--- src/rtl/raster_pkg.sv ---
package raster_pkg;

    // Vertical region of the current line
    typedef enum logic [1:0] {
        PH_ACTIVE = 2'd0,
        PH_BLANK  = 2'd1,
        PH_PRE    = 2'd2
    } phase_t;

endpackage

--- src/rtl/raster_dot_ctr.sv ---
module raster_dot_ctr #(
    parameter int H_TOTAL = 341,
    localparam int DW = $clog2(H_TOTAL)
) (
    input  logic          clk,
    input  logic          rst,
    input  logic          line_end,
    output logic [DW-1:0] dot
);

    localparam logic [DW-1:0] DOT_LAST = DW'(H_TOTAL - 1);

    always_ff @(posedge clk) begin
        if (rst)
            dot <= '0;
        else if (line_end)
            dot <= '0;
        else
            dot <= dot + DW'(1);
    end

    // steady step when no line end
    a_r2_dot_step: assert property (@(posedge clk) disable iff (rst)
        !line_end |=> dot == $past(dot) + DW'(1));

    // range
    a_r2_dot_range: assert property (@(posedge clk) disable iff (rst)
        dot <= DOT_LAST);

    // clear after line end
    a_r3_dot_clear: assert property (@(posedge clk) disable iff (rst)
        line_end |=> dot == '0);

endmodule

--- src/rtl/raster_line_ctr.sv ---
module raster_line_ctr #(
    parameter int V_TOTAL = 262,
    localparam int LW = $clog2(V_TOTAL)
) (
    input  logic          clk,
    input  logic          rst,
    input  logic          line_end,
    input  logic          frame_end,
    output logic [LW-1:0] line
);

    localparam logic [LW-1:0] LINE_LAST = LW'(V_TOTAL - 1);

    always_ff @(posedge clk) begin
        if (rst)
            line <= '0;
        else if (frame_end)
            line <= '0;
        else if (line_end)
            line <= line + LW'(1);
    end

    // step at a line end inside the frame
    a_r3_line_step: assert property (@(posedge clk) disable iff (rst)
        (line_end && !frame_end) |=> line == $past(line) + LW'(1));

    // hold between line ends
    a_r3_line_hold: assert property (@(posedge clk) disable iff (rst)
        !line_end |=> $stable(line));

    // wrap to zero
    a_r4_line_wrap: assert property (@(posedge clk) disable iff (rst)
        frame_end |=> line == '0);

    // never beyond the last line
    a_r4_line_range: assert property (@(posedge clk) disable iff (rst)
        line <= LINE_LAST);

endmodule

--- src/rtl/raster_phase_fsm.sv ---
module raster_phase_fsm
    import raster_pkg::*;
#(
    parameter int V_TOTAL  = 262,
    parameter int V_ACTIVE = 240,
    localparam int LW = $clog2(V_TOTAL)
) (
    input  logic          clk,
    input  logic          rst,
    input  logic          line_end,
    input  logic [LW-1:0] line,
    output phase_t        phase,
    output logic          odd_frame,
    output logic          frame_end
);

    localparam logic [LW-1:0] LINE_VIS_LAST = LW'(V_ACTIVE - 1);
    localparam logic [LW-1:0] LINE_BLK_LAST = LW'(V_TOTAL - 2);
    localparam logic [LW-1:0] LINE_LAST     = LW'(V_TOTAL - 1);

    phase_t phase_nx;
    logic   odd_nx;

    // state register
    always_ff @(posedge clk) begin
        if (rst) begin
            phase     <= PH_ACTIVE;
            odd_frame <= 1'b0;
        end else begin
            phase     <= phase_nx;
            odd_frame <= odd_nx;
        end
    end

    // next state
    always_comb begin
        phase_nx = phase;
        odd_nx   = odd_frame;
        unique case (phase)
            PH_ACTIVE: if (line_end && line == LINE_VIS_LAST) phase_nx = PH_BLANK;
            PH_BLANK:  if (line_end && line == LINE_BLK_LAST) phase_nx = PH_PRE;
            PH_PRE: if (line_end) begin
                phase_nx = PH_ACTIVE;
                odd_nx   = ~odd_frame;
            end
            default:   phase_nx = PH_ACTIVE;
        endcase
    end

    // outputs
    always_comb begin
        frame_end = line_end && (phase == PH_PRE);
    end

    // flag flips at each wrap
    a_r4_odd_toggle: assert property (@(posedge clk) disable iff (rst)
        frame_end |=> odd_frame != $past(odd_frame));

    // flag steady otherwise
    a_r4_odd_hold: assert property (@(posedge clk) disable iff (rst)
        !frame_end |=> $stable(odd_frame));

    // pre-render state only on the last line
    a_r4_pre_line: assert property (@(posedge clk) disable iff (rst)
        (phase == PH_PRE) |-> line == LINE_LAST);

endmodule

--- src/rtl/raster_timer.sv ---
module raster_timer
    import raster_pkg::*;
#(
    parameter int H_TOTAL  = 341,
    parameter int V_TOTAL  = 262,
    parameter int V_ACTIVE = 240,
    localparam int DW = $clog2(H_TOTAL),
    localparam int LW = $clog2(V_TOTAL)
) (
    input  logic          clk,
    input  logic          rst,
    input  logic          render_en,
    output logic [DW-1:0] dot,
    output logic [LW-1:0] line,
    output logic          odd_frame,
    output logic          frame_start
);

    localparam logic [DW-1:0] DOT_LAST = DW'(H_TOTAL - 1);
    localparam logic [DW-1:0] DOT_SKIP = DW'(H_TOTAL - 2);
    localparam logic [LW-1:0] LINE_LAST = LW'(V_TOTAL - 1);

    phase_t phase;
    logic   line_end;
    logic   early_end;
    logic   frame_end;

    // second input to the end-of-line term: odd frame, rendering on
    always_comb begin
        early_end = (phase == PH_PRE) && odd_frame && render_en && (dot == DOT_SKIP);
        line_end  = (dot == DOT_LAST) || early_end;
        frame_start = (phase == PH_ACTIVE) && (line == '0) && (dot == '0);
    end

    raster_dot_ctr #(.H_TOTAL(H_TOTAL)) u_dot (
        .clk      (clk),
        .rst      (rst),
        .line_end (line_end),
        .dot      (dot)
    );

    raster_line_ctr #(.V_TOTAL(V_TOTAL)) u_line (
        .clk       (clk),
        .rst       (rst),
        .line_end  (line_end),
        .frame_end (frame_end),
        .line      (line)
    );

    raster_phase_fsm #(.V_TOTAL(V_TOTAL), .V_ACTIVE(V_ACTIVE)) u_fsm (
        .clk       (clk),
        .rst       (rst),
        .line_end  (line_end),
        .line      (line),
        .phase     (phase),
        .odd_frame (odd_frame),
        .frame_end (frame_end)
    );

    // reset state
    a_r1_reset: assert property (@(posedge clk)
        rst |=> (dot == '0 && line == '0 && !odd_frame));

    // early end on odd frames with rendering
    a_r5_skip: assert property (@(posedge clk) disable iff (rst)
        (odd_frame && render_en && line == LINE_LAST && dot == DOT_SKIP)
        |=> (dot == '0 && line == '0));

    // even frames keep the last dot
    a_r6_even_full: assert property (@(posedge clk) disable iff (rst)
        (!odd_frame && line == LINE_LAST && dot == DOT_SKIP) |=> dot == DOT_LAST);

    // rendering off keeps the last dot
    a_r7_off_full: assert property (@(posedge clk) disable iff (rst)
        (!render_en && line == LINE_LAST && dot == DOT_SKIP) |=> dot == DOT_LAST);

    // pulse at the origin only
    a_r8_start: assert property (@(posedge clk) disable iff (rst)
        frame_start == (dot == '0 && line == '0));

endmodule

--- config.mk ---
export PLATFORM = sky130hd
export DESIGN_NAME = raster_timer
export DESIGN_NICKNAME = d
export VERILOG_FILES = /design/src/rtl/raster_pkg.sv /design/src/rtl/raster_dot_ctr.sv /design/src/rtl/raster_line_ctr.sv /design/src/rtl/raster_phase_fsm.sv /design/src/rtl/raster_timer.sv
export SDC_FILE = /design/constraint.sdc
export NUM_CORES = 1
export LEC_CHECK = 0
export ABC_CLOCK_PERIOD_IN_PS = 2600
export BUFFER_PORTS_ARGS = -buffer_cell sky130_fd_sc_hd__buf_2
export CAP_MARGIN = 30
export CORE_MARGIN = 5
export CORE_UTILIZATION = 53
export CTS_CLUSTER_DIAMETER = 40
export CTS_CLUSTER_SIZE = 14
export DETAILED_ROUTE_END_ITERATION = 10
export PLACE_DENSITY_LB_ADDON = 0.1
export SYNTH_ARGS = -nofsm -noshare
export SYNTH_HDL_FRONTEND = slang
export SYNTH_SLANG_ARGS = --single-unit
--- constraint.sdc ---
create_clock -name clk -period 2.6 [get_ports clk]
set_clock_uncertainty 0.15 [all_clocks]
set_input_delay 0.13 -clock clk [delete_from_list [all_inputs] [get_ports clk]]
set_output_delay 0.13 -clock clk [all_outputs]
set_load 0.005 [all_outputs]
Yosys cells after proc, flatten, opt, wreduce, memory -nomap -nowiden. Cells that the tools add are included.

$add $sub $neg: 2. Multipliers: 0. Divide/modulo/power cells: 0. $lt $le $gt $ge: 0. Equality and inequality tests: 9. Shift-type cells: 0. Muxes and demuxes: 4. Bitwise operators: 1. Reduce and logical (&&, ||, !) cells: 16.

Operators with widths (number): $eq A9 B9 Y1 const B (3); $add A9 B1 Y9 const B (2); $logic_not A9 Y1 (2); $eq A9 B8 Y1 const B (1); $logic_and A1 B1 Y1 (8); $mux W2 (3); $ne A2 B1 Y1 const B (3); $pmux W2 S3 (1); $reduce_or A2 Y1 (2); $reduce_and A3 Y1 (1); $eq A2 B1 Y1 const B (1); $eq A2 B2 Y1 const B (1); $logic_not A2 Y1 (1); $reduce_and A2 Y1 (1); $logic_or A1 B1 Y1 (1); $not A1 Y1 (1).

Bits in registers: 21. Latch bits: 0. Bits in writable memories: 0. ROM bits: 0. Input bits: 3. Output and inout port bits: 20. Word-level logic and storage cells: 36. Memories: 0.

Logic depth before layout (Yosys ltp). Gate-level depths: netlist of the first run.

Word-level depth: 8. Depth in mapped cells: 7. Mapped depth without buffers: 6.

Cells and area by module. Synthesis of the first run repeated with hierarchy kept, for this count alone.

Cell total of the unflattened synthesis: 116. Area total of the unflattened synthesis: 1022.2 um^2.

Modules (own cells, without submodules): raster_line_ctr (times used 1, cells each 43, area each 394.1 um^2, sequential area each 180.2 um^2); raster_dot_ctr (times used 1, cells each 41, area each 359.1 um^2, sequential area each 180.2 um^2); raster_phase_fsm (times used 1, cells each 18, area each 182.7 um^2, sequential area each 60.1 um^2); raster_timer (times used 1, cells each 14, area each 86.3 um^2, sequential area each 0.0 um^2).

Least setup slack after synthesis of the first run. OpenSTA, ideal clock, no wires.

Path type: flip-flop to flip-flop. Start point: reg u_dot.dot[0]. End point: reg u_line.line[8]. Setup time: 135 ps. Data arrival time: 1699 ps. Required time: 2315 ps. Setup slack: 616 ps. Stages on the path, launching flop included: 8. Buffers on the path: 1. Clock period less this slack: 1984 ps. Path through: dfxtp_1 -> inv_1 -> ha_1 -> and2b_2 -> or3_4 -> clkbuf_8 -> o311ai_0 -> o41ai_1.

Word-level cells in the longest chain between the ends: 5. Elaborated cells between the ends (all ways): 6. Classes of those cells: eq/ne: 2; reduce/logical: 4.

Ends and longest elaborated chain: start: declaration (RTL line raster_dot_ctr.sv:8) `output logic [DW-1:0] dot`; start signal: assignment (RTL line raster_dot_ctr.sv:19) `dot <= dot + DW'(1);`; $eq A9 B9 Y1 (RTL line raster_timer.sv:30) `early_end = (phase == PH_PRE) && odd_frame && render_en && (dot == DOT_SKIP);`; $logic_and A1 B1 Y1 (RTL line raster_timer.sv:30); $logic_or A1 B1 Y1 * (RTL line raster_timer.sv:31) `line_end = (dot == DOT_LAST) || early_end;`; $logic_and A1 B1 Y1 (RTL line raster_phase_fsm.sv:52) `frame_end = line_end && (phase == PH_PRE);`; $reduce_or A2 Y1 (no line); end signal: assignment (RTL line raster_line_ctr.sv:20) `line <= line + LW'(1);`; end: declaration (RTL line raster_line_ctr.sv:9) `output logic [LW-1:0] line`.

Mark *: on every way between the ends. The rest lies on a longest branch, timed or not. A chain may end at the register's enable or synchronous reset.

Final worst setup path of the first run.
Start point: reg u_dot.dot[5]. End point: out frame_start.

Word-level cells in the longest chain between the ends: 2.

Ends and longest elaborated chain: $logic_not A9 Y1 (RTL line raster_timer.sv:32) `frame_start = (phase == PH_ACTIVE) && (line == '0) && (dot == '0);`; $logic_and A1 B1 Y1 (RTL line raster_timer.sv:32); end: declaration (RTL line raster_timer.sv:16) `output logic frame_start`.

No other way between the ends.

==> impl_metrics.toml, run 1 <==
[status]
status = "complete, no violations"

[yosys]
synthesis.nets = 142
synth_cell_types = 37
synth.avg_cell_area_um2 = 8.63
synthTopCellsByArea = "dfxtp_1, nor3_1, o311ai_0, ha_1, nand3_1"
synthArstFlopShare = 0
synthesis.area_mm2 = 0.00116
yosysTopAreaCell = "dfxtp_1"
synth_common_cells = "dfxtp_1, nor3_1, inv_1, nand3_1"
yosys.area.top_type_share = 0.361
dominantRegCellSynth = "dfxtp_1"
synth-edff-count = 0
netlist_instances = 135
seq_area_frac_synth = 0.361
yosysMostFrequentCell = "dfxtp_1"
synth_seq_cells = 21
ys.warnings.count = 0

[sta]
period_share = 0.822
fin_crit_ns = 2.14
report.final.slew_viol_count = 0
max_freq_mhz = 468
rsz0062_at_grt = "false"
setup_viol = 0
relSlewSlack = 0.656
fin_tns_setup_ns = 0
worstMarginPinSlew_ns = 0.514
hold_viol_final = 0

[cts]
htreeDepth = 1
worstSkewPairLatency_ns = 0.31
cts_setup_buffers = 0
clk_pin_slew_worst_paths_ns = 0.13
clock_sinks = 21
cts_buffer_depth = 2
cts_resized = 0
cts_buffers = 3
cts_tree = "done"
cts_hold_buf = 0
ctsRootBufferMaster = "clkbuf_4"

[layout]
seqCellArea_um2 = 420
antenna-diode-count = 0
fill_cells = 201
area_growth_pct = 10.7
drive_above_1_share = 0.208
nets = 162
final_area_mm2 = 0.00129
multi_input_area_um2 = 652
final_cells = 182

[global_routing]
grt_pass1_vias = 1015
top_usage_layer = "met2"
grt_pass1_wl_mm = 4.68
grt_util_met1 = 0.224
grtUsageTotal = 0.176
use_met3 = 0.0299
antenna_found_initial = 0
gr-total-overflow = 0
grtUsageMet2 = 0.305
grt_max_degree = 21

[critical_path]
crit_arrival_ns = 1.86
reg2reg_slack_ns = 0.53
cp.required_ns = 2.32
path_class = "reg -> out"
crit_chain = "or3_4, or4_1, nor3_1, buf_2"
r2r_cells = 6
cp_top_family = "simple AND/OR/NAND/NOR gates"
r2r_start = "u_dot.dot[0]$_SDFF_PP0_"
crit_fanout = 5
slowest_stage = "or4_1"
worstReg2RegEnd = "u_dot.dot[3]$_SDFF_PP0_"
endpoint_kind = "primary output"
path_buf_inv = 1
max_stage_delay_ns = 0.42
critPathLaunchType = "flip-flop"

[power]
p_per_area_mw_per_mm2 = 409
vdd_drop_max_v = 0.000349
p_leak_nw = 0.515
power_w = 0.000528

[hold_path]
hold_path.startpoint = "rst"
whs_endpoint = "u_line.line[1]$_SDFFE_PP0P_"
hp-class = "in -> reg"
min_path_cells = 2

[route]
drc = 0
drtIter0Drc = 47
first_pass_iters = 4
wl_per_cell_um = 14.7
wirelength_mm = 2.67
antenna_left = 0
vias = 1087
via_per_inst = 5.97

[place]
dp_cells = 178
gp_congestion = 0.790
dpl.hpwl_mm = 1.95
port_buffers = 22
dpl_cell_area_mm2 = 0.00126

[floorplan]
die_w_um = 56.9
rows = 17
die_h_um = 56.9
initial_utilization = 0.542
core_area_mm2 = 0.00215
io_pins = 23
dieArea_mm2 = 0.00324

[run]
cap_violations = 0
==> worst max-delay path by stage <==
stage                            start                          end  depth (start not counted)
6_report       u_dot.dot[5]$_SDFF_PP0_                  frame_start                          4
5_1_grt        u_dot.dot[0]$_SDFF_PP0_      u_dot.dot[2]$_SDFF_PP0_                          6
4_1_cts        u_dot.dot[5]$_SDFF_PP0_                  frame_start                          4
3_5_place_dp   u_dot.dot[0]$_SDFF_PP0_      u_dot.dot[4]$_SDFF_PP0_                          6
3_3_place_gp   u_dot.dot[0]$_SDFF_PP0_      u_dot.dot[5]$_SDFF_PP0_                          6
2_1_floorplan  u_dot.dot[0]$_SDFF_PP0_  u_line.line[8]$_SDFFE_PP0P_                          7
==> cells by family (layout without fill, tap and decap cells) <==
group                    Yosys count  after routing  share of synthesized area
AND/OR/NAND/NOR                   58             58                      0.289
AO/OA/AOI/OAI                     28             28                      0.175
flip-flops                        21             21                      0.361
buffers and inverters             17             36                     0.0795
XOR/XNOR                           7              7                     0.0526
adder cells (fa/ha/maj)            4              4                     0.0430
==> cell usage in the layout (no fill, tap or decap), types with 4 or more instances in the layout <==
cell,synthesis,final
a21oi_1,4,4
o41ai_1,4,4
nor2_1,6,6
ha_1,4,4
nor3_1,12,12
nand3_1,8,8
xnor2_1,4,4
nand2_1,4,4
and3_1,5,5
dfxtp_1,21,21
o21ai_0,4,4
o311ai_0,6,6
buf_2,1,22
nand4_1,5,5
inv_1,8,8
==> metrics by stage <==
| stage | utilization | hold slack [ns] | setup WS, ns |
|---|---|---|---|
| after global placement | 0.588 | 0.344 | 0.547 |
| after global routing | 0.600 | 0.120 | 0.302 |
| final | 0.600 | 0.0750 | 0.462 |
| after detailed placement | 0.588 | 0.357 | 0.533 |
| after CTS | 0.600 | 0.0733 | 0.466 |
| after floorplan | - | 0.157 | 0.616 |
==> cell type report <==
type	instances	share of cell area
multi-input combinational	97	0.505
sequential	21	0.326
timing repair buffer	24	0.0970
tap	28	0.0272
inverter	8	0.0233
clock buffer	3	0.0175
clock inverter	1	0.00388
==> where the power goes <==
part	switching, W	internal [W]	total (W)
logic	0.0000225	0.0000152	0.0000377
clock network	0.000102	0.0000574	0.000159
registers	0.00000593	0.000326	0.000332
total	0.000130	0.000398	0.000528
==> sequential cells by signal, summed over array words and instances (netlist names) <==
| name | flops |
|---|---|
| u_fsm.phase | 2 |
| u_line.line | 9 |
| u_dot.dot | 9 |
| u_fsm.odd_frame | 1 |
==> per-layer routing <==
layer	vias up	wire [µm]
li1	547	-
met1	498	1150
met2	38	1320
met3	4	171
met4	0	27
met5	-	0
(Power assumes the default switching activity.)
==> run 2: changes to the inputs <==
--- a/config.mk
+++ b/config.mk
@@ -5,7 +5,7 @@
 export SDC_FILE = /design/constraint.sdc
 export NUM_CORES = 1
 export LEC_CHECK = 0
-export ABC_CLOCK_PERIOD_IN_PS = 2600
+export ABC_CLOCK_PERIOD_IN_PS = 2000
 export BUFFER_PORTS_ARGS = -buffer_cell sky130_fd_sc_hd__buf_2
 export CAP_MARGIN = 30
 export CORE_MARGIN = 5
==> constraint.sdc (replaced) <==
create_clock -name clk -period 2 [get_ports clk]
set_clock_uncertainty 0.15 [all_clocks]
set_input_delay 0.1 -clock clk [delete_from_list [all_inputs] [get_ports clk]]
set_output_delay 0.1 -clock clk [all_outputs]
set_load 0.005 [all_outputs]
==> impl_metrics.toml, run 2 (same netlist as run 1, synthesis figures left out) <==
[status]
status = "complete, no violations"

[sta]
hold_viol_final = 0
max_freq_mhz = 507
whs_ns = 0.0518
fin_crit_ns = 1.97
rsz0062_at_grt = "true"
report.final.slew_viol_count = 0
relSlewSlack = 0.721
worstMarginPinSlew_ns = 0.419
setup_viol = 0
period_share = 0.987

[power]
p_per_area_mw_per_mm2 = 495
power_w = 0.000710
vdd_drop_max_v = 0.000472
p_leak_nw = 0.576

[layout]
area_growth_pct = 23.1
largestRegisters = "u_dot.dot: 9 flops, u_line.line: 9 flops, u_fsm.phase: 2 flops"
final_cells = 192
final_cell_mix = "buf_2, dfxtp_1, nor3_1, buf_4, nand3_1"
antenna-diode-count = 0
drive_above_1_share = 0.354
nets = 172
post-route-util = 0.667
final_common_cell = "buf_2"

[global_routing]
grt_max_degree = 21
grtUsageTotal = 0.185
grt_pass1_wl_mm = 4.90
antenna_found_initial = 0
grt_pass1_vias = 1082
gr-total-overflow = 0

[place]
dp_cells = 186
dpl.hpwl_mm = 2.01
port_buffers = 22
gp_congestion = 0.839

[cts]
clock_sinks = 21
worstSkewPairLatency_ns = 0.31
ctsRootBufferMaster = "clkbuf_4"
clk_pin_slew_worst_paths_ns = 0.12
cts_buffers = 3
cts_buffer_depth = 2
cts_tree = "done"
htreeDepth = 1
cts_hold_buf = 0

[critical_path]
crit_chain = "or3_4, or4_4, nor3_2, buf_2"
crit_arrival_ns = 1.72
max_stage_delay_ns = 0.43
cp-startpoint = "u_dot.dot[7]$_SDFF_PP0_"
critPathLaunchType = "flip-flop"
cp.required_ns = 1.75
path_class = "reg -> out"
crit_fanout = 4
endpoint_kind = "primary output"
r2r_start = "u_dot.dot[1]$_SDFF_PP0_"
slowest_stage = "or4_4"

[run]
cap_violations = 0

[floorplan]
dieArea_mm2 = 0.00324
rows = 17
die_h_um = 56.9
io_pins = 23
die_w_um = 56.9
initial_utilization = 0.542
core_area_mm2 = 0.00215

[route]
via_per_inst = 6.14
drc = 0
wirelength_mm = 3.04
wl_per_cell_um = 15.8
vias = 1178
drtIter0Drc = 21
antenna_left = 0
first_pass_iters = 4

[hold_path]
hp-class = "in -> reg"
hold_path.startpoint = "rst"
==> run 2: changes by cell type in the layout (fill, tap and decap cells not counted), moves of 2 or more <==
cell and delta:
buf_4 +9, o311ai_0 -6, o311ai_1 +5, dfxtp_1 -4, dfxtp_2 +4, or4_1 -3, or4_4 +3, inv_1 -2
inv_2 +2
==> run 2: through the flow <==
| stage | setup TNS, ns | instance area [µm²] | setup WS (ns) |
|---|---|---|---|
| global placement | 0 | 1320 | 0.0816 |
| global route | -0.0917 | 1430 | -0.0329 |
| finish | 0 | 1430 | 0.0259 |
| CTS | 0 | 1360 | 0.00621 |
| floorplan | 0 | 1160 | 0.0163 |
| detailed placement | 0 | 1320 | 0.0158 |
==> run 2: critical path: cells and delay by family (launching register included) <==
kind | cells | cell delay (ns)
flops | 1 | 0.33
simple gates | 3 | 0.95
buf+inv | 1 | 0.13
==> run 2: path summary, 6_finish.rpt <==
check,to,slack [ns],cells past startpoint
worst max-delay path,frame_start,0.03,4
worst min-delay path,u_fsm.odd_frame$_SDFFE_PP0P_,0.05,2
worst max register to register,u_fsm.odd_frame$_SDFFE_PP0P_,0.05,6
worst min register to register,u_fsm.odd_frame$_SDFFE_PP0P_,0.39,2
==> run 2: area by class of cell <==
type / count / area [µm²]
Inverter: 8 / 30.0
Timing Repair Buffer: 33 / 193
Tap cell: 28 / 35.0
Clock buffer: 4 / 26.3
Fill cell: 190 / 714
Sequential cell: 21 / 425
Multi-Input combinational cell: 98 / 724
==> run 2: what timing repair did <==
item                                    in CTS  in global routing
gates cloned                                 0                  1
buffers inserted                             0                  1
endpoints found under the setup margin       1                  9
pin swaps                                    1                  4
hold endpoints to repair                     0                  0
resized for setup                            2                 23
==> run 2: metal layers <==
layer  up-vias  share of wire  global-route usage
met5         -              0                   0
met2        45           0.52               0.328
met4         0         0.0099              0.0397
met1       558           0.41               0.220
met3         6          0.064              0.0529
li1        569              -                   -
==> run 2: power breakdown <==
part / internal, W / leakage [nW] / total (W) / switching, W
Combinational: 0.0000327 / 0.390 / 0.0000743 / 0.0000416
Sequential: 0.000424 / 0.171 / 0.000427 / 0.00000346
Clock: 0.0000780 / 0.0150 / 0.000208 / 0.000130
==> run 3: changes to the inputs <==
--- a/config.mk
+++ b/config.mk
@@ -5,11 +5,11 @@
 export SDC_FILE = /design/constraint.sdc
 export NUM_CORES = 1
 export LEC_CHECK = 0
-export ABC_CLOCK_PERIOD_IN_PS = 2000
+export ABC_CLOCK_PERIOD_IN_PS = 2350
 export BUFFER_PORTS_ARGS = -buffer_cell sky130_fd_sc_hd__buf_2
 export CAP_MARGIN = 30
 export CORE_MARGIN = 5
-export CORE_UTILIZATION = 53
+export CORE_UTILIZATION = 55
 export CTS_CLUSTER_DIAMETER = 40
 export CTS_CLUSTER_SIZE = 14
 export DETAILED_ROUTE_END_ITERATION = 10
==> constraint.sdc (replaced) <==
create_clock -name clk -period 2.35 [get_ports clk]
set_clock_uncertainty 0.15 [all_clocks]
set_input_delay 0.1175 -clock clk [delete_from_list [all_inputs] [get_ports clk]]
set_output_delay 0.1175 -clock clk [all_outputs]
set_load 0.005 [all_outputs]
==> impl_metrics.toml, run 3 (same netlist as run 1, synthesis figures left out) <==
[status]
status = "complete, no violations"

[layout]
area_growth_pct = 12.1
fill_cells = 179
nets = 164
final_common_cell = "buf_2"
antenna-diode-count = 0
largestRegisters = "u_dot.dot: 9 flops, u_line.line: 9 flops, u_fsm.phase: 2 flops"
drive_above_1_share = 0.218
final_cell_mix = "buf_2, dfxtp_1, nor3_1, inv_1, nand3_1"

[cts]
htreeDepth = 1
cts_setup_buffers = 0
cts_hold_buf = 0
ctsRootBufferMaster = "clkbuf_4"
cts_buffer_depth = 2
cts_buffers = 3
cts_resized = 0
cts_tree = "done"
worstSkewPairLatency_ns = 0.31
clk_pin_slew_worst_paths_ns = 0.13
clock_sinks = 21

[global_routing]
gr-total-overflow = 0
antenna_found_initial = 0
grt_pass1_wl_mm = 4.60
grtUsageTotal = 0.177
grt_pass1_vias = 1034
grt_max_degree = 21

[critical_path]
crit_fanout = 4
endpoint_kind = "primary output"
path_class = "reg -> out"
crit_arrival_ns = 1.84
critPathLaunchType = "flip-flop"
cp.required_ns = 2.08

[power]
vdd_drop_max_v = 0.000317
clkPwrFrac = 0.312
power.internal_w = 0.000442
p_seq_frac = 0.619
p_switching_w = 0.000150
p_sw_frac = 0.254
p_comb_frac = 0.069
p_leak_nw = 0.522
p_per_area_mw_per_mm2 = 453

[floorplan]
rows = 16
initial_utilization = 0.588
dieArea_mm2 = 0.00314
io_pins = 23
core_area_mm2 = 0.00198
die_w_um = 56.0
die_h_um = 56.0

[sta]
max_freq_mhz = 475
hold_viol_final = 0
setup_ws_ns = 0.246
report.final.slew_viol_count = 0
fin_crit_ns = 2.10
period_share = 0.896
worstMarginPinSlew_ns = 0.531
rsz0062_at_grt = "false"
relSlewSlack = 0.641
fin_tns_setup_ns = 0
setup_viol = 0

[place]
gp_congestion = 0.826
place_ws_ns = 0.352
dpl.hpwl_mm = 1.88
port_buffers = 22

[route]
first_pass_iters = 4
vias = 1064
drtIter0Drc = 14
wl_per_cell_um = 14.1
wirelength_mm = 2.58
drc = 0
antenna_left = 0
via_per_inst = 5.81

[hold_path]
hp-class = "in -> reg"

[run]
cap_violations = 0
## run 3: critical path: stages, from the launching register on
cell and delay (ns):
dfxtp_1 0.37, or3_4 0.40, or4_1 0.42, nor3_1 0.20, buf_2 0.15
## run 3: metal layers
metal	global-route usage	part of all wire	up-vias
met3	0.0302	0.033	2
li1	-	-	558
met5	0	0	-
met2	0.275	0.46	18
met4	0.0508	0.0058	0
met1	0.248	0.50	486
## run 3: layout make-up
| cell class | count | area [µm²] | area share |
|---|---|---|---|
| well taps | 27 | 33.8 | 0.0259 |
| flip-flops and latches | 21 | 420 | 0.322 |
| clock buffers | 3 | 22.5 | 0.0172 |
| inverters | 8 | 30.0 | 0.0230 |
| clock inverters | 1 | 7.51 | 0.00575 |
| multi-input cells | 97 | 652 | 0.499 |
| repair buffers | 26 | 140 | 0.107 |
## run 3: path summary, 6_finish.rpt
| path | startpoint | end | slack (ns) | depth (start not counted) |
|---|---|---|---|---|
| worst max-delay path | u_dot.dot[7]$_SDFF_PP0_ | frame_start | 0.25 | 4 |
| worst min-delay path | rst | u_line.line[1]$_SDFFE_PP0P_ | 0.07 | 2 |
| worst max register to register | u_dot.dot[0]$_SDFF_PP0_ | u_fsm.odd_frame$_SDFFE_PP0P_ | 0.32 | 6 |
| worst min register to register | u_line.line[1]$_SDFFE_PP0P_ | u_line.line[1]$_SDFFE_PP0P_ | 0.38 | 2 |
## run 3: power by group through the flow
| stage | clock (W) | sequential, W | combinational [W] |
|---|---|---|---|
| 3_5_place_dp | 0 | 0.000375 | 0.0000411 |
| 6_report | 0.000185 | 0.000367 | 0.0000408 |
| 5_1_grt | 0.000211 | 0.000368 | 0.0000459 |
| 3_3_place_gp | 0 | 0.000375 | 0.0000408 |
| 2_1_floorplan | 0 | 0.000373 | 0.0000288 |
| 4_1_cts | 0.000195 | 0.000367 | 0.0000414 |
## run 3: through the flow
step,instance area [µm²],util,hold slack (ns),instances,total power [W]
3_5_place_dp,1280,0.644,0.365,179,0.000416
4_1_cts,1310,0.659,0.0617,183,0.000603
6_report,1310,0.659,0.0687,183,0.000592
5_1_grt,1310,0.659,0.0766,183,0.000625
2_1_floorplan,1160,-,0.145,135,0.000402
3_3_place_gp,1280,0.644,0.340,179,0.000415
